### src/rtl/dslope_pkg.sv
package dslope_pkg;

    typedef enum logic [3:0] {
        ST_IDLE,
        ST_ZERO,
        ST_GAP_IN,
        ST_WAIT_X,
        ST_RUNUP,
        ST_GAP_REF,
        ST_RUNDOWN,
        ST_DONE,
        ST_FAULT
    } seq_state_t;

endpackage

### src/rtl/dslope_tally.sv
// Saturating cycle counter with a terminal flag against a limit.
module dslope_tally #(
    parameter int W = 16
) (
    input  logic         clk,
    input  logic         rst_n,
    input  logic         clr,
    input  logic         en,
    input  logic [W-1:0] limit,
    output logic [W-1:0] count,
    output logic         at_last
);

    localparam logic [W-1:0] MAXV = {W{1'b1}};

    always_ff @(posedge clk or negedge rst_n) begin
        if (!rst_n) begin
            count <= '0;
        end else if (clr) begin
            count <= '0;
        end else if (en && count != MAXV) begin
            count <= count + 1'b1;
        end
    end

    // The current cycle is the last one when count+1 reaches the limit;
    // a limit of zero behaves like one.
    always_comb begin
        at_last = ({1'b0, count} + 1'b1) >= {1'b0, limit};
    end

endmodule

### src/rtl/dslope_seq.sv
module dslope_seq
    import dslope_pkg::*;
#(
    parameter int CNT_W  = 16,
    parameter int ZERO_W = 8
) (
    input  logic              clk,
    input  logic              rst_n,
    input  logic              start,
    input  logic              cmp_above,
    input  logic [ZERO_W-1:0] cfg_zero_len,
    input  logic [CNT_W-1:0]  cfg_runup_len,
    input  logic [CNT_W-1:0]  cfg_timeout,
    output logic              sw_zero,
    output logic              sw_input,
    output logic              sw_ref,
    output logic              busy,
    output logic              done,
    output logic              error,
    output logic [CNT_W-1:0]  result_n,
    output logic [CNT_W-1:0]  result_m
);

    seq_state_t state_q, state_d;

    logic [ZERO_W-1:0] zero_len_q;
    logic [CNT_W-1:0]  runup_q;
    logic [CNT_W-1:0]  timeout_q;

    logic [CNT_W-1:0]  ph_limit;
    logic [CNT_W-1:0]  ph_count;
    logic              ph_last;
    logic              ph_clr;

    logic [CNT_W-1:0]  rd_count;
    logic              rd_last;
    logic              rd_clr;
    logic              rd_en;

    logic              accept;

    assign accept = (state_q == ST_IDLE) && start;

    // Settings are frozen at the accepted start.
    always_ff @(posedge clk or negedge rst_n) begin
        if (!rst_n) begin
            zero_len_q <= '0;
            runup_q    <= '0;
            timeout_q  <= '0;
        end else if (accept) begin
            zero_len_q <= cfg_zero_len;
            runup_q    <= cfg_runup_len;
            timeout_q  <= cfg_timeout;
        end
    end

    // Phase timer limit: one counter serves reset, wait and run-up.
    always_comb begin
        unique case (state_q)
            ST_ZERO:  ph_limit = CNT_W'(zero_len_q);
            ST_WAIT_X: ph_limit = timeout_q;
            ST_RUNUP: ph_limit = runup_q;
            default:  ph_limit = '0;
        endcase
    end

    assign ph_clr = (state_d != state_q);

    dslope_tally #(.W(CNT_W)) u_phase (
        .clk     (clk),
        .rst_n   (rst_n),
        .clr     (ph_clr),
        .en      (1'b1),
        .limit   (ph_limit),
        .count   (ph_count),
        .at_last (ph_last)
    );

    // Run-down counter: counts edges with the comparator still high.
    assign rd_clr = (state_q != ST_RUNDOWN);
    assign rd_en  = (state_q == ST_RUNDOWN) && cmp_above;

    dslope_tally #(.W(CNT_W)) u_rundown (
        .clk     (clk),
        .rst_n   (rst_n),
        .clr     (rd_clr),
        .en      (rd_en),
        .limit   (timeout_q),
        .count   (rd_count),
        .at_last (rd_last)
    );

    // Next-state logic.
    always_comb begin
        state_d = state_q;
        unique case (state_q)
            ST_IDLE:    if (start) state_d = ST_ZERO;
            ST_ZERO:    if (ph_last) state_d = ST_GAP_IN;
            ST_GAP_IN:  state_d = ST_WAIT_X;
            ST_WAIT_X: begin
                if (cmp_above)    state_d = ST_RUNUP;
                else if (ph_last) state_d = ST_FAULT;
            end
            ST_RUNUP:   if (ph_last) state_d = ST_GAP_REF;
            ST_GAP_REF: state_d = ST_RUNDOWN;
            ST_RUNDOWN: begin
                if (!cmp_above)   state_d = ST_DONE;
                else if (rd_last) state_d = ST_FAULT;
            end
            ST_DONE:    state_d = ST_IDLE;
            ST_FAULT:   state_d = ST_IDLE;
            default:    state_d = ST_IDLE;
        endcase
    end

    // State register.
    always_ff @(posedge clk or negedge rst_n) begin
        if (!rst_n) begin
            state_q <= ST_IDLE;
        end else begin
            state_q <= state_d;
        end
    end

    // Result registers, loaded on the edge that enters DONE.
    always_ff @(posedge clk or negedge rst_n) begin
        if (!rst_n) begin
            result_n <= '0;
            result_m <= '0;
        end else if (state_q == ST_RUNDOWN && !cmp_above) begin
            result_n <= rd_count;
            result_m <= runup_q;
        end
    end

    // Outputs decoded from the registered state only.
    always_comb begin
        sw_zero  = 1'b0;
        sw_input = 1'b0;
        sw_ref   = 1'b0;
        done     = 1'b0;
        error    = 1'b0;
        busy     = (state_q != ST_IDLE);
        unique case (state_q)
            ST_ZERO:    sw_zero  = 1'b1;
            ST_WAIT_X:  sw_input = 1'b1;
            ST_RUNUP:   sw_input = 1'b1;
            ST_RUNDOWN: sw_ref   = 1'b1;
            ST_DONE:    done     = 1'b1;
            ST_FAULT:   error    = 1'b1;
            default:    ;
        endcase
    end

endmodule

### config.mk
export PLATFORM = sky130hd
export DESIGN_NAME = dslope_seq
export DESIGN_NICKNAME = d
export VERILOG_FILES = /design/src/rtl/dslope_pkg.sv /design/src/rtl/dslope_tally.sv /design/src/rtl/dslope_seq.sv
export SDC_FILE = /design/constraint.sdc
export NUM_CORES = 1
export LEC_CHECK = 0
export BUFFER_PORTS_ARGS = -buffer_cell sky130_fd_sc_hd__buf_2
export CORE_MARGIN = 2
export CORE_UTILIZATION = 54
export CTS_CLUSTER_SIZE = 24
export DETAILED_ROUTE_END_ITERATION = 7
export GPL_ROUTABILITY_DRIVEN = 0
export PLACE_DENSITY = 0.73
export SLEW_MARGIN = 20
export SYNTH_ARGS = -nofsm -noshare
export SYNTH_HDL_FRONTEND = slang
export SYNTH_SLANG_ARGS = --single-unit
export TNS_END_PERCENT = 10
### constraint.sdc
create_clock -name clk -period 4.3 [get_ports clk]
set_input_delay 0.86 -clock clk [delete_from_list [all_inputs] [get_ports clk]]
set_output_delay 0.86 -clock clk [all_outputs]
set_load 0.1 [all_outputs]
Yosys cells after proc, flatten, opt, wreduce, memory -nomap -nowiden:

Index checks and enable logic that the tools add are counted.

* register bits after elaboration: 108
* bits of input ports: 44
* output and inout port bits: 38

* add/subtract/negate cells: 4
* order comparisons: 2
* equal/unequal tests: 12
* mux-type cells: 18
* reduce and logical (&&, ||, !) cells: 10

Operators by type and width (number)
* $mux 16: 4
* $pmux 16 s3: 1
* $add 16x1->17 const B: 2
* $ge 17x16->1: 2
* $add 16x1->16 const B: 2
* $ne 16x16->1 const B: 2
* $mux 4: 7
* $pmux 4 s7: 1
* $eq 4x3->1 const B: 4
* $eq 4x2->1 const B: 2
* $mux 1: 5
* $eq 4x1->1 const B: 1
* $eq 4x4->1 const B: 1
* $logic_and 1x1->1: 4
* $logic_not 4->1: 1
* $ne 4x3->1 const B: 1
* $ne 4x4->1: 1
* $reduce_bool 2->1: 2
* $reduce_bool 4->1: 1
* $reduce_or 2->1: 1
* $logic_not 1->1: 1

Longest topological paths before layout:

Gate-level depths: netlist (run 1).

* depth in word-level cells: 8
* depth in mapped cells: 15
* depth with buffers taken out: 13

Hierarchy:

From an unflattened synthesis (run 1), not the netlist that was laid out.

* cell total of the unflattened synthesis: 569
* area total of the unflattened synthesis: 6317.3 um^2

Modules (own cells, without submodules)
* dslope_seq: instances 1, cells an instance 237, area an instance 3412.0 um^2, sequential area each 1901.8 um^2
* dslope_tally: instances 2, cells an instance 166, area an instance 1452.6 um^2, sequential area each 400.4 um^2

Worst setup path after synthesis (run 1):

No wires, ideal clock.

* path kind: flip-flop to output port
* start point: register state_q[2]
* end point: output port error
* arrival time: 3.715 ns
* path slack: -0.275 ns
* stages on the path, launching flop included: 3
* path buffers: 1
* path through: dfrtp_1 > clkbuf_1 > nor4b_1

* cells in the longest elaborated chain, start to end: 2

RTL lines
* start, declared: line dslope_seq.sv:24 `seq_state_t state_q, state_d;`
* start signal, assigned: line dslope_seq.sv:121 `state_q <= state_d;`
* $eq 4x4->1: line dslope_seq.sv:144 `unique case (state_q)`
* $mux 1: line dslope_seq.sv:144
* end, declared: line dslope_seq.sv:19 `output logic error,`

Every way passes these cells.

Worst setup path after layout (run 1):

* start point: register u_rundown.count[2]
* end point: register u_phase.count[5]

* cells in the longest elaborated chain, start to end: 7
* elaborated cells between the ends (all ways): 8
* those cells by class: add/sub: 1; order compare: 1; eq/ne: 1; mux: 4; reduce/logical: 1

RTL lines
* start, declared: line dslope_tally.sv:10 `output logic [W-1:0] count,`
* start signal, assigned: line dslope_tally.sv:22 `count <= count + 1'b1;`
* $add 16x1->17 (*): line dslope_tally.sv:29 `at_last = ({1'b0, count} + 1'b1) >= {1'b0, limit};`
* $ge 17x16->1 (*): line dslope_tally.sv:29
* $mux 4 (*): line dslope_seq.sv:108 `else if (rd_last) state_d = ST_FAULT;`
* $mux 4 (*): line dslope_seq.sv:107 `if (!cmp_above) state_d = ST_DONE;`
* $pmux 4 s7 (*): line dslope_seq.sv:96 `unique case (state_q)`
* $ne 4x4->1 (*): line dslope_seq.sv:67 `assign ph_clr = (state_d != state_q);`
* $mux 16 / $reduce_bool 2->1 (equally long branches)
* end signal, assigned: line dslope_tally.sv:22
* end, declared: line dslope_tally.sv:10

Mark *: on every way between the ends. The rest lies on a longest branch, timed or not.
A chain may end at the register's enable or synchronous reset.

==> reports/qor.csv, run 1 <==
metric,value,unit
path_delay_family,simple AND/OR/NAND/NOR gates,
numCtsBuffers,9,
setup_viol,0,
end_kind,flip-flop,
path_max_fanout,17,
critical_path_class,flip-flop to flip-flop,
worstRegToRegCells,12,
yosysUniqueCellTypes,50,
cts_buffer_depth,2,
synth_most_common_cell,dfrtp_1,
reg2reg_from,u_rundown.count[2],
drc,0,
syn_nets,610,
rsz0062_at_grt,false,
wl,12600,um
vdd_drop_max,520,uV
hpwlAfterDp,9440,um
hold_path.class,primary input to async pin,
fin_crit_sh,86.4,%
final_hold_viol_count,0,
synth_seq_area_share,46.3,%
fin_cells,743,
yosys-top-cells-area,"dfrtp_1, mux2_2, ha_1",
first_pass_iters,4,
setup-tns-final,0,ps
antenna_found_initial,0,
synth_top_area_share,46.3,%
required,4540,ps
vias,4216,
wl_per_cell,16.9,um
ys_async_sr_fraction,100,%
syn_area,5830,um^2
grt-ovfl-total,0,
grt_pass1_wl,21600,um
place.port_buffers,81,
synth_edf_count,0,
layout.nets,682,
die_height,108,um
hold_buffers,0,
p_per_area,659,nW/um^2
crit_path_start_kind,flip-flop,
crit_top_cell,nand2_1,
synthToLayoutAreaGrowth,12.0,%
status,"finished, final reports clean",
reg2reg_slack,580,ps
synthCells,532,
ios,82,
drive_above_1_share,31.0,%
ant_nets,0,
dp.cells,729,
cpPeakStageDelay,670,ps
rr_endpoint,u_phase.count[5],
antenna_cells,0,
slowest_stage,a211oi_4,
worst-path-buf-inv,0,
cp_cell_sequence,"nand3_1, nor4_1, and3_1, nand2_1, xnor2_1, ha_1, nand4_1, nor2_1, a221o_1, nand2_1, a211oi_4, nor3_1",
holdWs,248,ps
row_count,37,
design_area,6530,um^2
cts_tree,yes,
fp.dieW,108,um
maxCapViolCount,0,
cts_num_sinks,108,
ys_ff_latch,108,
ctsResizeCount,0,
maxSlewViolCount,0,
htreeDepth,3,
relSlewSlack,28.9,%
synth_warnings,0,
yosys-top-cells-count,"dfrtp_1, mux2_2, nor2_1",
grtUsageTotal,24.1,%
drt_iter0_drc,186,
path_clk_slew,90,ps
synthFlopType,dfrtp_1,
layout_min_cycle_time,3720,ps
p_leak,3.15,nW
syn-mean-instance-area,11.0,um^2
worst_slew_pin_slew,1070,ps
grt_max_degree,57,
clk_latency,390,ps
core,10400,um^2
yosys.area.top_type,dfrtp_1,
post_cts_buffers,0,
max_freq,269,MHz
root_buffer,clkbuf_8,
cp.arrival,3960,ps
dieArea,11600,um^2
vias_per_cell,5.67,
placed_area,6360,um^2
total_power,4.30,mW
skew,12.5,ps
grt_pass1_vias,4514,
start_util,56.0,%
kinds of logic after synthesis:
| kind of cell | after synthesis | synth area share (%) |
|---|---|---|
| compound gates | 63 | 7.70 |
| xor+xnor | 44 | 6.61 |
| fa+ha+maj | 34 | 7.29 |
| buf+inv | 46 | 3.35 |
| flops | 108 | 46.3 |
| mux | 74 | 14.2 |
| simple gates | 163 | 14.5 |
worst max path at each step:
stage,startpoint,endpoint,slack [ps],cells after the start
6_report,u_rundown.count[2],u_phase.count[5],580,12
5_1_grt,u_rundown.count[2],u_phase.count[5],260,12
4_1_cts,u_rundown.count[2],u_phase.count[5],610,12
3_5_place_dp,u_rundown.count[2],u_phase.count[5],620,12
3_3_place_gp,u_rundown.count[2],u_phase.count[4],810,12
2_1_floorplan,state_q[3],state_q[1],580,13
stage by stage:
| step | util [%] | setup slack, ps |
|---|---|---|
| final | 62.7 | 583 |
| after global routing | 62.7 | 256 |
| after CTS | 62.7 | 614 |
| after detailed placement | 61.1 | 622 |
| after global placement | 61.1 | 805 |
| after floorplan | - | 578 |
registers in the layout, summed over array words and instances (netlist names):
signal / count
result_m: 16
result_n: 16
runup_q: 16
state_q: 4
timeout_q: 16
u_phase.count: 16
u_rundown.count: 16
zero_len_q: 8
worst register-to-register path: stages, from the launching register on:
cell      delay, ps
dfrtp_1         460
nand3_1         200
nor4_1          570
and3_1          360
nand2_1         100
xnor2_1         140
ha_1            320
nand4_1         120
nor2_1          180
a221o_1         160
nand2_1         110
a211oi_4        670
nor3_1          180
power by group:
part | internal, mW | total [mW] | switching [mW]
logic | 0.674 | 2.11 | 1.44
registers | 1.31 | 1.60 | 0.284
clock network | 0.262 | 0.594 | 0.332
routing by layer:
| layer | vias up | track usage, % | wire length (um) |
|---|---|---|---|
| li1 | 2021 | - | - |
| met1 | 2071 | 32.0 | 5670 |
| met4 | 0 | 9.34 | 234 |
| met5 | - | 0 | 0 |
| met2 | 104 | 38.7 | 6110 |
| met3 | 20 | 5.39 | 564 |
final cells by class:
type                    count  area, um^2
fillers                   875        3880
clock buffers              11         131
inverters                  21        78.8
clock inverters             3        40.0
multi-input cells         378        2950
well taps                 136         170
flip-flops and latches    108        2700
repair buffers             86         458
layout by cell type, fill, tap and decap left out, types with 3 or more instances in the layout:
| cell | n |
|---|---|
| xnor2_1 | 19 |
| a21oi_1 | 24 |
| dfrtp_1 | 108 |
| and3_1 | 5 |
| ha_1 | 34 |
| a31oi_1 | 3 |
| nor3_1 | 24 |
| nor2b_1 | 3 |
| nor3_2 | 3 |
| o21ai_0 | 6 |
| and2_1 | 4 |
| nand3_1 | 12 |
| nor2_1 | 45 |
| clkbuf_8 | 9 |
| mux2_2 | 72 |
| inv_1 | 20 |
| xor2_1 | 25 |
| a211oi_1 | 3 |
| nand2_1 | 32 |
| buf_2 | 80 |
| a22o_1 | 7 |
| buf_4 | 5 |
| a22oi_1 | 9 |
| nand4_1 | 13 |
No activity file was read; power rests on OpenSTA's default activity.
==> inputs of run 2 (changes only) <==
CORE_ASPECT_RATIO = 1.1   (was not set)
RECOVER_POWER = 50   (was not set)
REMOVE_ABC_BUFFERS = 1   (was not set)
==> reports/qor.csv, run 2 (synthesized netlist as in run 1, its figures left out) <==
metric,value,unit
wl_per_cell,16.7,um
num-fill-cells,867,
vias,4217,
p_int,2.42,mW
post-route-util,63.2,%
total_power,4.51,mW
final_hold_viol_count,0,
cts_buffer_depth,2,
worst_slew_pin_slew,2040,ps
drt_iter0_drc,248,
cts_tree,yes,
grtUsageTotal,23.0,%
layout.nets,682,
place.port_buffers,81,
multi_input_comb_area,2920,um^2
combPwrFrac,46.9,%
grt_pass1_wl,20900,um
hold_path.class,flip-flop to flip-flop,
wl,12600,um
antenna_cells,0,
p_leak,3.12,nW
hold_buffers,0,
vdd_drop_max,347,uV
dieArea,11600,um^2
path_delay_family,simple AND/OR/NAND/NOR gates,
core,10400,um^2
critical_path_class,flip-flop to flip-flop,
status,"complete, but fails checks",
synthToLayoutAreaGrowth,13.1,%
ios,82,
worstHoldPathCells,1,
switchingPower,2.09,mW
grt_pass1_vias,4348,
hold_path_end,result_n[12],
post_cts_buffers,0,
rr_endpoint,u_phase.count[14],
grt-ovfl-total,0,
rsz0062_at_grt,false,
worst-path-buf-inv,1,
seqPwrFrac,35.0,%
reg2reg_from,state_q[0],
crit_top_cell,nand2_1,
layout_min_cycle_time,3850,ps
path_max_fanout,16,
first_pass_iters,4,
regArea,2700,um^2
cp.arrival,4040,ps
maxSlewViolCount,38,
grt_max_degree,41,
setup_viol,0,
numCtsBuffers,9,
fp.dieW,103,um
worstRegToRegCells,12,
layout_commonest_cell,dfrtp_1,
p_per_area,683,nW/um^2
relSlewSlack,-35.8,%
ant_nets,0,
skew,3.33,ps
maxCapViolCount,1,
slowest_stage,o31ai_4,
path_clk_slew,70,ps
root_buffer,clkbuf_16,
cp_cell_sequence,"nand2_1, nor3_2, buf_4, a22o_1, a21oi_1, ha_1, nand2_1, nor4_1, o31a_1, nor3b_2, o31ai_4, nor3_1",
final_cell_mix,"dfrtp_1, mux2_2, buf_2",
max_freq,260,MHz
cts_num_sinks,108,
htreeDepth,3,
power_frac_clock,18.1,%
end_kind,flip-flop,
ctsResizeCount,0,
start_util,55.8,%
hpwlAfterDp,9280,um
cpPeakStageDelay,640,ps
netSwitchingFraction,46.4,%
vias_per_cell,5.61,
crit_path_start_kind,flip-flop,
violations,"capacitance limit, slew limit",
required,4490,ps
row_count,39,
reg2reg_slack,450,ps
drive_above_1_share,28.1,%
antenna_found_initial,0,
clk_latency,340,ps
fin_crit_sh,89.6,%
die_height,113,um
drc,0,
hold_start,result_n[12],
## run 2: cell types whose count changed in the layout (fill, tap and decap cells not counted), moves of 2 or more
cell | previous run | this run
buf_2 | 80 | 63
clkbuf_2 | 0 | 2
buf_4 | 5 | 3
clkbuf_1 | 2 | 18
clkbuf_8 | 9 | 3
clkbuf_16 | 0 | 9
clkinv_4 | 0 | 2
## run 2: worst reg2reg max path: stages (launching register included)
cell and delay, ps:
dfrtp_1 620, nand2_1 180, nor3_2 490, buf_4 300, a22o_1 180, a21oi_1 50
ha_1 280, nand2_1 70, nor4_1 400, o31a_1 260, nor3b_2 90, o31ai_4 640
nor3_1 130
## run 2: metal layers
metal  global-route usage [%]  part of all wire, %  up-vias
met1                     30.8                   44     2085
met5                        0                    0        -
li1                         -                    -     2020
met3                     2.96                  2.7       27
met4                     9.65                  2.7        0
met2                     37.7                   51       85
## run 2: metrics by stage
step	worst slack, ps	TNS (ps)	cell area (um^2)	cells	hold slack, ps
3_5_place_dp	532	0	6350	736	490
6_report	447	0	6600	752	504
4_1_cts	509	0	6650	752	485
2_1_floorplan	-206	-206	5720	507	481
5_1_grt	157	0	6600	752	525
3_3_place_gp	647	0	6350	736	485
## run 2: final cells by class
| cell class | instances | share of cell area (%) |
|---|---|---|
| Timing Repair Buffer | 86 | 6.30 |
| Multi-Input combinational cell | 378 | 44.3 |
| Inverter | 21 | 1.19 |
| Clock buffer | 12 | 4.04 |
| Sequential cell | 108 | 41.0 |
| Clock inverter | 4 | 0.474 |
| Tap cell | 143 | 2.71 |
## run 2: worst max path at each step
stage | endpoint | start | slack, ps | cells after the start
floorplan | error | state_q[1] | -210 | 1
global placement | u_phase.count[1] | state_q[0] | 650 | 12
detailed placement | u_phase.count[7] | state_q[0] | 530 | 12
CTS | u_phase.count[14] | state_q[0] | 510 | 12
global route | u_phase.count[7] | u_rundown.count[0] | 160 | 12
finish | u_phase.count[14] | state_q[0] | 450 | 12
## run 2: power by group through the flow
| stage | logic (mW) | clock network [mW] | registers [mW] |
|---|---|---|---|
| finish | 2.11 | 0.816 | 1.58 |
| global route | 2.28 | 0.872 | 1.62 |
| CTS | 2.14 | 0.830 | 1.57 |
| floorplan | 1.12 | 0 | 2.09 |
| global placement | 2.08 | 0 | 1.58 |
| detailed placement | 2.13 | 0 | 1.59 |
